**src/rtl/opnd_pkg.sv**
```systemverilog
package opnd_pkg;

   // operand source selection
   typedef enum logic [1:0] {
      MODE_IMM   = 2'd0,
      MODE_REG   = 2'd1,
      MODE_SHIFT = 2'd2,
      MODE_REG_B = 2'd3
   } opnd_mode_e;

   // shift kind; codes 4..7 all mean rotate-through-carry
   typedef enum logic [2:0] {
      SK_LSL = 3'd0,
      SK_LSR = 3'd1,
      SK_ASR = 3'd2,
      SK_ROR = 3'd3,
      SK_RRX = 3'd4
   } shift_kind_e;

   function automatic logic is_rrx(input logic [2:0] kind);
      return kind[2];
   endfunction

endpackage

```
**src/rtl/opnd_rotr.sv**
```systemverilog
// Logarithmic right-rotator: one stage per amount bit.
module opnd_rotr #(
   parameter int W  = 32,
   parameter int SW = 5
) (
   input  logic [W-1:0]  din,
   input  logic [SW-1:0] amt,
   output logic [W-1:0]  dout
);

   logic [W-1:0] stg [0:SW];

   assign stg[0] = din;

   for (genvar s = 0; s < SW; s++) begin : g_stage
      localparam int STEP = 1 << s;
      assign stg[s+1] = amt[s] ? {stg[s][STEP-1:0], stg[s][W-1:STEP]} : stg[s];
   end

   assign dout = stg[SW];

endmodule

```
**src/rtl/opnd_imm_rot.sv**
```systemverilog
// Rotated-constant generator: zero-extended byte rotated right by 2*rot.
module opnd_imm_rot #(
   parameter int DATA_W = 32,
   parameter int IMM_W  = 8,
   parameter int ROT_W  = 4
) (
   input  logic [IMM_W-1:0]  imm_val,
   input  logic [ROT_W-1:0]  imm_rot,
   input  logic              carry_in,
   output logic [DATA_W-1:0] imm_out,
   output logic              imm_carry
);

   localparam int RA_W = ROT_W + 1;

   logic [DATA_W-1:0] ext;
   logic [RA_W-1:0]   ramt;

   assign ext  = {{(DATA_W-IMM_W){1'b0}}, imm_val};
   assign ramt = {imm_rot, 1'b0};

   opnd_rotr #(.W(DATA_W), .SW(RA_W)) u_rot (
      .din  (ext),
      .amt  (ramt),
      .dout (imm_out)
   );

   assign imm_carry = (imm_rot == '0) ? carry_in : imm_out[DATA_W-1];

endmodule

```
**src/rtl/opnd_amt_sel.sv**
```systemverilog
// Shift amount source: immediate field or low byte of a register.
module opnd_amt_sel #(
   parameter int DATA_W  = 32,
   parameter int SHAMT_W = 5,
   parameter int RAMT_W  = 8
) (
   input  logic              amt_from_reg,
   input  logic [SHAMT_W-1:0] sh_imm,
   input  logic [DATA_W-1:0] rs_val,
   output logic [RAMT_W-1:0] amt
);

   logic unused_rs_hi;
   assign unused_rs_hi = ^rs_val[DATA_W-1:RAMT_W];

   assign amt = amt_from_reg ? rs_val[RAMT_W-1:0]
                             : {{(RAMT_W-SHAMT_W){1'b0}}, sh_imm};

endmodule

```
**src/rtl/opnd_barrel.sv**
```systemverilog
// Shift core for the shifted-register mode.
module opnd_barrel
   import opnd_pkg::*;
#(
   parameter int DATA_W  = 32,
   parameter int SHAMT_W = 5,
   parameter int RAMT_W  = 8
) (
   input  logic [DATA_W-1:0] val,
   input  logic [2:0]        kind,
   input  logic [RAMT_W-1:0] amt,
   input  logic              carry_in,
   output logic [DATA_W-1:0] res,
   output logic              carry_out
);

   logic [SHAMT_W-1:0] low;
   logic               big;
   logic               eq_w;
   logic               zero;
   logic [DATA_W-1:0]  rot;
   logic [SHAMT_W-1:0] lsl_idx;
   logic [SHAMT_W-1:0] rsh_idx;

   assign low  = amt[SHAMT_W-1:0];
   assign big  = (amt[RAMT_W-1:SHAMT_W] != '0);
   assign eq_w = (amt == RAMT_W'(DATA_W));
   assign zero = (amt == '0);

   assign lsl_idx = SHAMT_W'(DATA_W - int'(low));
   assign rsh_idx = SHAMT_W'(int'(low) - 1);

   opnd_rotr #(.W(DATA_W), .SW(SHAMT_W)) u_rot (
      .din  (val),
      .amt  (low),
      .dout (rot)
   );

   always_comb begin
      res       = val;
      carry_out = carry_in;
      if (is_rrx(kind)) begin
         res       = {carry_in, val[DATA_W-1:1]};
         carry_out = val[0];
      end else if (!zero) begin
         unique case (kind[1:0])
            2'd0: begin
               if (big) begin
                  res       = '0;
                  carry_out = eq_w ? val[0] : 1'b0;
               end else begin
                  res       = val << low;
                  carry_out = val[lsl_idx];
               end
            end
            2'd1: begin
               if (big) begin
                  res       = '0;
                  carry_out = eq_w ? val[DATA_W-1] : 1'b0;
               end else begin
                  res       = val >> low;
                  carry_out = val[rsh_idx];
               end
            end
            2'd2: begin
               if (big) begin
                  res       = {DATA_W{val[DATA_W-1]}};
                  carry_out = val[DATA_W-1];
               end else begin
                  res       = $unsigned($signed(val) >>> low);
                  carry_out = val[rsh_idx];
               end
            end
            default: begin
               res       = rot;
               carry_out = rot[DATA_W-1];
            end
         endcase
      end
   end

endmodule

```
**src/rtl/opnd_shifter.sv**
```systemverilog
module opnd_shifter
   import opnd_pkg::*;
#(
   parameter int DATA_W  = 32,
   parameter int IMM_W   = 8,
   parameter int ROT_W   = 4,
   parameter int SHAMT_W = 5,
   parameter int RAMT_W  = 8
) (
   input  logic [1:0]         op_mode,
   input  logic [2:0]         sh_kind,
   input  logic               amt_from_reg,
   input  logic [IMM_W-1:0]   imm_val,
   input  logic [ROT_W-1:0]   imm_rot,
   input  logic [SHAMT_W-1:0] sh_imm,
   input  logic [DATA_W-1:0]  rm_val,
   input  logic [DATA_W-1:0]  rs_val,
   input  logic               carry_in,
   output logic [DATA_W-1:0]  operand_out,
   output logic               carry_out
);

   // elaboration-time parameter checks
   if (DATA_W != (1 << SHAMT_W)) begin : g_bad_shamt
      $error("DATA_W must equal 2**SHAMT_W");
   end
   if (IMM_W >= DATA_W) begin : g_bad_imm
      $error("IMM_W must be narrower than DATA_W");
   end
   if (ROT_W + 1 > SHAMT_W) begin : g_bad_rot
      $error("doubled rotate field must fit the shift amount width");
   end
   if (RAMT_W <= SHAMT_W || RAMT_W > DATA_W) begin : g_bad_ramt
      $error("RAMT_W must lie between SHAMT_W and DATA_W");
   end

   logic [DATA_W-1:0] imm_res;
   logic              imm_c;
   logic [RAMT_W-1:0] amt;
   logic [DATA_W-1:0] sh_res;
   logic              sh_c;

   opnd_imm_rot #(.DATA_W(DATA_W), .IMM_W(IMM_W), .ROT_W(ROT_W)) u_imm (
      .imm_val   (imm_val),
      .imm_rot   (imm_rot),
      .carry_in  (carry_in),
      .imm_out   (imm_res),
      .imm_carry (imm_c)
   );

   opnd_amt_sel #(.DATA_W(DATA_W), .SHAMT_W(SHAMT_W), .RAMT_W(RAMT_W)) u_amt (
      .amt_from_reg (amt_from_reg),
      .sh_imm       (sh_imm),
      .rs_val       (rs_val),
      .amt          (amt)
   );

   opnd_barrel #(.DATA_W(DATA_W), .SHAMT_W(SHAMT_W), .RAMT_W(RAMT_W)) u_sh (
      .val       (rm_val),
      .kind      (sh_kind),
      .amt       (amt),
      .carry_in  (carry_in),
      .res       (sh_res),
      .carry_out (sh_c)
   );

   always_comb begin
      unique case (opnd_mode_e'(op_mode))
         MODE_IMM: begin
            operand_out = imm_res;
            carry_out   = imm_c;
         end
         MODE_SHIFT: begin
            operand_out = sh_res;
            carry_out   = sh_c;
         end
         default: begin
            operand_out = rm_val;
            carry_out   = carry_in;
         end
      endcase
   end

endmodule

```
**config.mk**
```make
export PLATFORM = sky130hd
export DESIGN_NAME = opnd_shifter
export DESIGN_NICKNAME = d
export VERILOG_FILES = /design/src/rtl/opnd_pkg.sv /design/src/rtl/opnd_rotr.sv /design/src/rtl/opnd_imm_rot.sv /design/src/rtl/opnd_amt_sel.sv /design/src/rtl/opnd_barrel.sv /design/src/rtl/opnd_shifter.sv
export SDC_FILE = /design/constraint.sdc
export NUM_CORES = 1
export LEC_CHECK = 0
export BUFFER_PORTS_ARGS = -buffer_cell sky130_fd_sc_hd__buf_2
export CAP_MARGIN = 20
export CORE_MARGIN = 2
export CORE_UTILIZATION = 25
export DETAILED_ROUTE_END_ITERATION = 10
export PLACE_DENSITY = 0.43
export SLEW_MARGIN = 20
export SYNTH_ARGS = -nofsm -noshare
export SYNTH_HDL_FRONTEND = slang
export SYNTH_SLANG_ARGS = --single-unit
```
**constraint.sdc**
```tcl
create_clock -name vclk -period 12.5
set_input_delay 1.875 -clock vclk [all_inputs]
set_output_delay 1.875 -clock vclk [all_outputs]
set_load 0.005 [all_outputs]
```
==> results of run 1 <==
[cell usage in the layout (no fill, tap or decap), types with 5 or more instances in the layout]
| cell type | synthesis | final |
|---|---|---|
| nand2_1 | 130 | 130 |
| mux2i_1 | 104 | 103 |
| buf_2 | 21 | 97 |
| nor2_1 | 77 | 77 |
| mux4_2 | 74 | 74 |
| o21ai_0 | 70 | 70 |
| a21oi_1 | 49 | 49 |
| nand3_1 | 28 | 28 |
| a31oi_1 | 26 | 26 |
| a211oi_1 | 23 | 23 |
| buf_4 | 12 | 20 |
| mux2_2 | 19 | 19 |
| a221oi_1 | 18 | 18 |
| o211ai_1 | 17 | 17 |
| nor3_1 | 18 | 17 |
| o221ai_1 | 16 | 16 |
| inv_1 | 15 | 15 |
| o31ai_1 | 16 | 15 |
| o22ai_1 | 13 | 13 |
| a222oi_1 | 12 | 12 |
| a21o_1 | 12 | 12 |
| a32oi_1 | 9 | 9 |
| a22oi_1 | 9 | 9 |
| nand2b_1 | 9 | 9 |
| and3_1 | 8 | 8 |
| nand4_1 | 7 | 7 |
| and2_1 | 7 | 7 |
| or3_1 | 6 | 6 |
| a311oi_1 | 6 | 6 |
| o2111ai_1 | 7 | 6 |
| a211o_1 | 6 | 6 |
| xnor2_1 | 6 | 6 |
| nor2b_1 | 5 | 5 |
| a21boi_0 | 5 | 5 |
[worst max-delay path, delay by kind of cell]
kind,cells,cell delay (ps)
AO/OA/AOI/OAI,3,1420
adder cells (fa/ha/maj),1,540
buffers and inverters,5,1680
multiplexers,1,480
AND/OR/NAND/NOR,1,130
[metrics by stage]
step	total power [mW]	setup WS, ps	instances	hold WS, ps
after floorplan	0.312	5700	1030	3980
final	0.493	4450	1413	4350
after detailed placement	0.476	4500	1413	4340
after CTS	0.478	4500	1413	4350
after global placement	0.480	4530	1413	4340
after global routing	0.512	4300	1413	4370
[final timing paths]
kind	end	from	slack (ps)	depth (start not counted)
min	operand_out[19]	imm_val[1]	4350	6
max	operand_out[6]	amt_from_reg	4450	11
[cells by family (layout without fill, tap and decap cells)]
| group | count (synthesis) | count (layout) | share of synthesized area, % |
|---|---|---|---|
| AOI/OAI and AO/OA | 356 | 356 | 32.5 |
| adders and majority gates | 2 | 2 | 0.325 |
| buffers and inverters | 148 | 135 | 9.01 |
| muxes | 201 | 201 | 38.8 |
| and+or+nand+nor | 317 | 317 | 18.7 |
| xor gates and xnor gates | 6 | 6 | 0.682 |
[where the power goes]
group	leakage, nW	switching (mW)	internal, mW
logic	3.02	0.321	0.172
registers	0	0	0
clock network	0	0	0
[routing by layer]
| layer | vias up | wire length [µm] |
|---|---|---|
| met3 | 100 | 4940 |
| met4 | 2 | 1970 |
| met2 | 741 | 20700 |
| met1 | 4898 | 19700 |
| li1 | 4077 | - |
| met5 | - | 13 |
[cell type report]
class / instances / area (µm²) / share of cell area, %
inverters: 18 / 71.3 / 0.864
multi-input cells: 882 / 7050 / 85.4
well taps: 396 / 495 / 6.00
repair buffers: 117 / 636 / 7.70
==> out/metrics.cfg, run 1 <==
[worst_setup_path]
crit_chain=buf_2 > mux2_2 > clkinv_2 > ha_1 > o2111a_1 > buf_4 > nor2_1 > buf_4 > o311ai_0 > o311ai_0 > buf_2
cp_slowest_cell=o311ai_0
worstPathRequired_ps=10620
crit_type=primary input to output port
critPathLaunchType=primary input
critPathCaptureType=output port
slowest_delay_ps=1030
crit_fanout=25
critPathArrivalTime_ps=6180

[synthesis]
synth_most_common_cell=nand2_1
synth.lib_cells_used.distinct=76
yosys.area.top_type=mux4_2
netlist_area_um2=7710
avgSynthCellArea_um2=7.48
ys_seq_area_share_pct=0
synth_common_cells=130 x nand2_1, 104 x mux2i_1, 82 x clkbuf_1
syn_nets=1120
yosysWarnings=0
synthCells=1030
synth.area.top_cells=mux4_2 22%, mux2i_1 14%, nand2_1 6.3%
synthDominantCellAreaShare_pct=21.6

[placed_design]
portBuffers=97
place.gp.congestion=0.999
post_dp_cell_area_um2=8250
place_hpwl_um=34200

[timing]
period_share_pct=64.4
relSlewSlack_pct=20.8
setup_violations=0
drv_slew=0
setup-tns-final_ps=0
final.min_clock_period_ps=8050
grt_setup_unrepaired=false
hold_viol=0
max_freq_ghz=0.124
worst_pin_slew_ps=1170

[grt]
grt_busiest_layer=met2
grt_max_degree=57
overflow=0
grt_usage_pct=27.5
grt_pass1_vias=8920
use_met1_pct=39.7
grt_pass1_wl_um=67300
use_met3_pct=3.63
met2_usage_pct=42.2
antenna_found_initial=2

[floorplanning]
die_h_um=180
coreArea_um2=30500
rows=64
io_pins=121
dieArea_um2=32200
die_w_um=180
initial_core_util_pct=25.3

[pwr]
ir_drop_mv=0.0244
powerDensity_nw_per_um2=59.8
leakage_nw=3.02

[layout]
seq_cell_count=0
drive_gt1_share_pct=22.4
final_core_util_pct=27.0
diodes=0
area_delta_synth_final_pct=7.08
final_nets=1109
final_cell_area_um2=8250
nClkBuffers=0
ff_latch_area_um2=0
nFillCells=3359

[status]
outcome=completed

[cts]
holdBufCountCts=0
cts_setup_buffers=0
post_cts_resized=0

[route]
post-route-drc-count=0
via_per_inst=6.95
drt-pass1-iter-count=6
ant_nets=0
wl_per_cell_um=33.5
vias=9818
drtIter0Drc=1494
routed_wirelength_um=47300

[run]
cap_violations=0

[hold_path]
hold_class=primary input to output port

No activity file was read; power rests on OpenSTA's default activity.
==> run 2: changes to the inputs <==
- ABC_AREA: unset -> 1
- PLACE_DENSITY: 0.43 -> 0.44
- clock period: 12.5 -> 6.6 ns (I/O delays scaled with it)
==> out/metrics.cfg, run 2 <==
[floorplanning]
initial_core_util_pct=25.2  ; was 25.3%
die_h_um=173  ; was 180 µm
dieArea_um2=30100  ; was 32,200 µm²
coreArea_um2=28500  ; was 30,500 µm²
io_pins=121  ; unchanged
rows=62  ; was 64
die_w_um=173  ; was 180 µm

[layout]
final_common_cell=nand2_1  ; unchanged
drive_gt1_share_pct=9.57  ; was 22.4%
stdcell_count=1972  ; was 1,413
diodes=0  ; unchanged
seq_cell_count=0  ; unchanged
area_delta_synth_final_pct=8.58  ; was 7.08%
final_nets=1680  ; was 1,109
final_cell_area_um2=7790  ; was 8250 µm²
ff_latch_area_um2=0  ; unchanged
nClkBuffers=0  ; unchanged
nFillCells=3437  ; was 3,359
layout_common_cells=544 x nand2_1, 368 x nand3_1, 142 x inv_1  ; was 130 x nand2_1, 103 x mux2i_1, 97 x buf_2

[grt]
grt_max_degree=67  ; was 57
antenna_found_initial=2  ; unchanged
overflow=0  ; unchanged
grt_pass1_vias=9917  ; was 8,920
grt_usage_pct=25.4  ; was 27.5%
grt_pass1_wl_um=60200  ; was 67,300 µm

[synthesis]
yosys.area.top_type=nand2_1  ; was mux4_2
netlist_area_um2=7170  ; was 7710 µm²
synth_most_common_cell=nand2_1  ; unchanged
avgSynthCellArea_um2=4.58  ; was 7.48 µm²
synth_common_cells=545 x nand2_1, 368 x nand3_1, 143 x inv_1  ; was 130 x nand2_1, 104 x mux2i_1, 82 x clkbuf_1
ys_seq_area_share_pct=0  ; unchanged
synth.area.top_cells=nand2_1 29%, nand3_1 26%, inv_1 7.5%  ; was mux4_2 22%, mux2i_1 14%, nand2_1 6.3%
synth.lib_cells_used.distinct=44  ; was 76
synthDominantCellAreaShare_pct=28.5  ; was 21.6%
synthCells=1566  ; was 1,030
yosysWarnings=0  ; unchanged
syn_nets=1656  ; was 1,120

[worst_setup_path]
critPathArrivalTime_ps=4440  ; was 6180 ps
slowest_delay_ps=690  ; was 1030 ps
crit_type=primary input to output port  ; unchanged
worstPathRequired_ps=5610  ; was 10,620 ps
critPathCaptureType=output port  ; unchanged
critPathLaunchType=primary input  ; unchanged
crit_fanout=55  ; was 25
crit_chain=buf_2 > inv_2 > nand2_1 > nand2_4 > ha_1 > nand3_1 > nor2_1 > inv_2 > o21ai_0 > nor2_1 > nand2_1 > nand3_1 > nand2_1 > nand2_1 > buf_2  ; was buf_2 > mux2_2 > clkinv_2 > ha_1 > o2111a_1 > buf_4 > nor2_1 > buf_4 > o311ai_0 > o311ai_0 > buf_2
cp_slowest_cell=inv_2  ; was o311ai_0
worst_path_most_repeated_cell=nand2_1

[route]
drt-pass1-iter-count=6  ; unchanged
drtIter0Drc=1853  ; was 1,494
via_per_inst=5.66  ; was 6.95
vias=11200  ; was 9,818
post-route-drc-count=0  ; unchanged
routed_wirelength_um=40300  ; was 47,300 µm
ant_nets=0  ; unchanged
wl_per_cell_um=20.4  ; was 33.5 µm

[hold_path]
hold_class=primary input to output port  ; unchanged

[pwr]
ir_drop_mv=0.0256  ; was 0.0244 mV
powerDensity_nw_per_um2=109  ; was 59.8 nW/µm²
leakage_nw=4.15  ; was 3.02 nW
p_total_mw=0.851  ; was 0.493 mW

[run]
cap_violations=0  ; unchanged

[placed_design]
place.gp.congestion=0.992  ; was 0.999
portBuffers=97  ; unchanged
place_hpwl_um=31600  ; was 34,200 µm
dp_cells=1972  ; was 1,413
post_dp_cell_area_um2=7790  ; was 8250 µm²

[timing]
grt_setup_unrepaired=false  ; unchanged
hold_viol=0  ; unchanged
drv_slew=0  ; unchanged
relSlewSlack_pct=25.6  ; was 20.8%
final.min_clock_period_ps=5430
max_freq_ghz=0.184
period_share_pct=82.3
setup_violations=0  ; unchanged
setup-tns-final_ps=0  ; unchanged
worst_pin_slew_ps=1120  ; was 1170 ps

[cts]
holdBufCountCts=0  ; unchanged
post_cts_resized=0  ; unchanged
cts_setup_buffers=0  ; unchanged

[status]
outcome=completed  ; unchanged

## run 2: cell count changes after synthesis, moves of 19 or more
cell | before | now
a211oi_1 | 23 | 1
inv_1 | 15 | 143
mux4_2 | 74 | 0
a21oi_1 | 49 | 102
clkbuf_1 | 82 | 27
nand2_1 | 130 | 545
mux2i_1 | 104 | 2
mux2_2 | 19 | 0
o21ai_0 | 70 | 101
nand3_1 | 28 | 368
nor2_1 | 77 | 101
## run 2: path summary, 6_finish.rpt
check | start | to | slack, ps | depth (start not counted)
setup / recovery | amt_from_reg | operand_out[28] | 1170 | 15
hold / removal | rm_val[25] | operand_out[25] | 2280 | 4
## run 2: layout make-up
| cell class | instances | area (µm²) | share of cell area [%] |
|---|---|---|---|
| multi-input cells | 1326 | 6120 | 78.6 |
| repair buffers | 113 | 631 | 8.10 |
| inverters | 149 | 559 | 7.18 |
| well taps | 384 | 480 | 6.17 |
## run 2: worst max-delay path: cells and delay by family
| kind | cells | cell delay, ps |
|---|---|---|
| AND/OR/NAND/NOR | 9 | 1500 |
| buffers and inverters | 4 | 1360 |
| AO/OA/AOI/OAI | 1 | 200 |
| adder cells (fa/ha/maj) | 1 | 350 |
## run 2: cell families (layout without fill, tap and decap cells)
group | after synthesis | in the layout | synth area share, %
and+or+nand+nor | 1054 | 1054 | 63.9
AOI/OAI and AO/OA | 267 | 267 | 20.4
buffers and inverters | 240 | 262 | 14.9
adders and majority gates | 2 | 2 | 0.349
muxes | 2 | 2 | 0.279
xor gates and xnor gates | 1 | 1 | 0.122
## run 2: power by group
part           switching, mW  internal, mW  total, mW
Clock                      0             0          0
Sequential                 0             0          0
Combinational          0.617         0.234      0.851
Total                  0.617         0.234      0.851
## run 2: per-layer routing
layer  vias to the layer above  track usage (%)  part of all wire, %
li1                       5240                -                    -
met5                         -                0                0.065
met1                      5028             36.6                   43
met2                       777             38.6                   41
met4                         4             9.43                  4.7
met3                       115             3.00                   11
## run 2: through the flow
stage / hold WS (ps) / worst slack, ps / util [%]
floorplan: 2080 / 2470 / -
global placement: 2280 / 1250 / 27.4
detailed placement: 2270 / 1280 / 27.4
CTS: 2280 / 1260 / 27.4
global route: 2300 / 921 / 27.4
finish: 2280 / 1170 / 27.4
==> run 3: changes to the inputs <==
- clock period: 6.6 -> 4.9 ns (I/O delays scaled with it)
==> out/metrics.cfg, run 3 (synthesis results as in run 2) <==
[worst_setup_path]
critPathArrivalTime_ps=3620  ; was 4440 ps
worstPathRequired_ps=4160  ; was 5610 ps
critPathLaunchType=primary input  ; unchanged
crit_type=primary input to output port  ; unchanged
startpoint=amt_from_reg  ; unchanged
critPathCaptureType=output port  ; unchanged
crit_fanout=26  ; was 55

[hold_path]
min_to=operand_out[30]  ; was operand_out[25]
min-delay-start=rm_val[30]  ; was rm_val[25]
hold_path_depth=4  ; unchanged
hold_class=primary input to output port  ; unchanged

[layout]
nFillCells=3511  ; was 3,437
final_nets=1705  ; was 1,680
ff_latch_area_um2=0  ; unchanged
area_delta_synth_final_pct=11.5  ; was 8.58%
multiInputGateArea_um2=6120  ; unchanged
drive_gt1_share_pct=11.0  ; was 9.57%
final_common_cell=nand2_1  ; unchanged
seq_cell_count=0  ; unchanged
diodes=0  ; unchanged
nClkBuffers=0  ; unchanged
layout_common_cells=544 x nand2_1, 368 x nand3_1, 141 x inv_1  ; was 544 x nand2_1, 368 x nand3_1, 142 x inv_1

[floorplanning]
coreArea_um2=28500  ; unchanged
io_pins=121  ; unchanged
die_h_um=173  ; unchanged
dieArea_um2=30100  ; unchanged
rows=62  ; unchanged
die_w_um=173  ; unchanged
initial_core_util_pct=25.2  ; unchanged

[grt]
overflow=0  ; unchanged
grt_max_degree=67  ; unchanged
antenna_found_initial=3  ; was 2
grt_usage_pct=27.5  ; was 25.4%
grt_pass1_wl_um=64400  ; was 60,200 µm
grt_pass1_vias=10100  ; was 9,917

[route]
routed_wirelength_um=43000  ; was 40,300 µm
ant_nets=0  ; unchanged
via_per_inst=5.62  ; was 5.66
wl_per_cell_um=21.5  ; was 20.4 µm
vias=11200  ; about the same
post-route-drc-count=0  ; unchanged
drt-pass1-iter-count=7  ; was 6
drtIter0Drc=1413  ; was 1,853

[placed_design]
place.gp.congestion=1.02  ; was 0.992
portBuffers=97  ; unchanged
place_hpwl_um=34200  ; was 31,600 µm

[status]
outcome=completed  ; unchanged

[timing]
hold_viol=0  ; unchanged
worst_pin_slew_ps=952  ; was 1120 ps
drv_slew=0  ; unchanged
period_share_pct=88.9
max_freq_ghz=0.230
setup-tns-final_ps=0  ; unchanged
final.min_clock_period_ps=4360
grt_setup_unrepaired=false  ; unchanged
relSlewSlack_pct=36.2  ; was 25.6%
setup_violations=0  ; unchanged

[run]
cap_violations=0  ; unchanged

[cts]
post_cts_resized=0  ; unchanged
cts_setup_buffers=0  ; unchanged
holdBufCountCts=0  ; unchanged

[pwr]
ir_drop_mv=0.0546  ; was 0.0256 mV
p_total_mw=1.19  ; was 0.851 mW
powerDensity_nw_per_um2=149  ; was 109 nW/µm²
leakage_nw=4.28  ; was 4.15 nW

-- run 3: worst max-delay path, cell delays in order --
cell	delay (ps)
buf_2	180
inv_2	230
nand2_1	150
nand2_4	330
ha_1	300
nand3_1	250
nor2_1	240
inv_2	230
o21ai_0	550
nand2_1	110
nand2_1	100
nand2_1	60
buf_2	130
-- run 3: layer usage --
layer | wire length, µm | part of all wire (%) | up-vias | track usage [%]
met5 | 32 | 0.074 | - | 0
met2 | 18100 | 42 | 700 | 42.2
met4 | 1550 | 3.6 | 6 | 7.77
met1 | 19200 | 45 | 5125 | 40.5
li1 | - | - | 5295 | -
met3 | 4070 | 9.5 | 95 | 2.92
-- run 3: through the flow --
stage	hold WS (ps)	cell area [µm²]	instances	utilization [%]	worst slack (ps)
after global routing	1770	8000	1997	28.1	344
after global placement	1760	8000	1997	28.1	635
after floorplan	1570	7170	1566	-	1280
after detailed placement	1760	8000	1997	28.1	642
after CTS	1760	8000	1997	28.1	628
final	1760	8000	1997	28.1	545
-- run 3: how the worst max path moves through the flow --
stage | slack (ps) | depth (start not counted) | to
3_5_place_dp | 640 | 16 | operand_out[19]
2_1_floorplan | 1280 | 21 | carry_out
3_3_place_gp | 630 | 16 | operand_out[19]
5_1_grt | 340 | 16 | operand_out[19]
6_report | 540 | 13 | operand_out[0]
4_1_cts | 630 | 16 | operand_out[19]
-- run 3: where the power goes --
| part | leakage (nW) | internal, mW | total (mW) | switching, mW |
|---|---|---|---|---|
| sequential | 0 | 0 | 0 | 0 |
| combinational | 4.28 | 0.336 | 1.19 | 0.853 |
| clock | 0 | 0 | 0 | 0 |
-- run 3: cell type report --
cell class / instances / area share, %
multi-input combinational: 1326 / 76.5
timing repair buffer: 138 / 10.5
inverter: 149 / 6.99
tap: 384 / 6.00
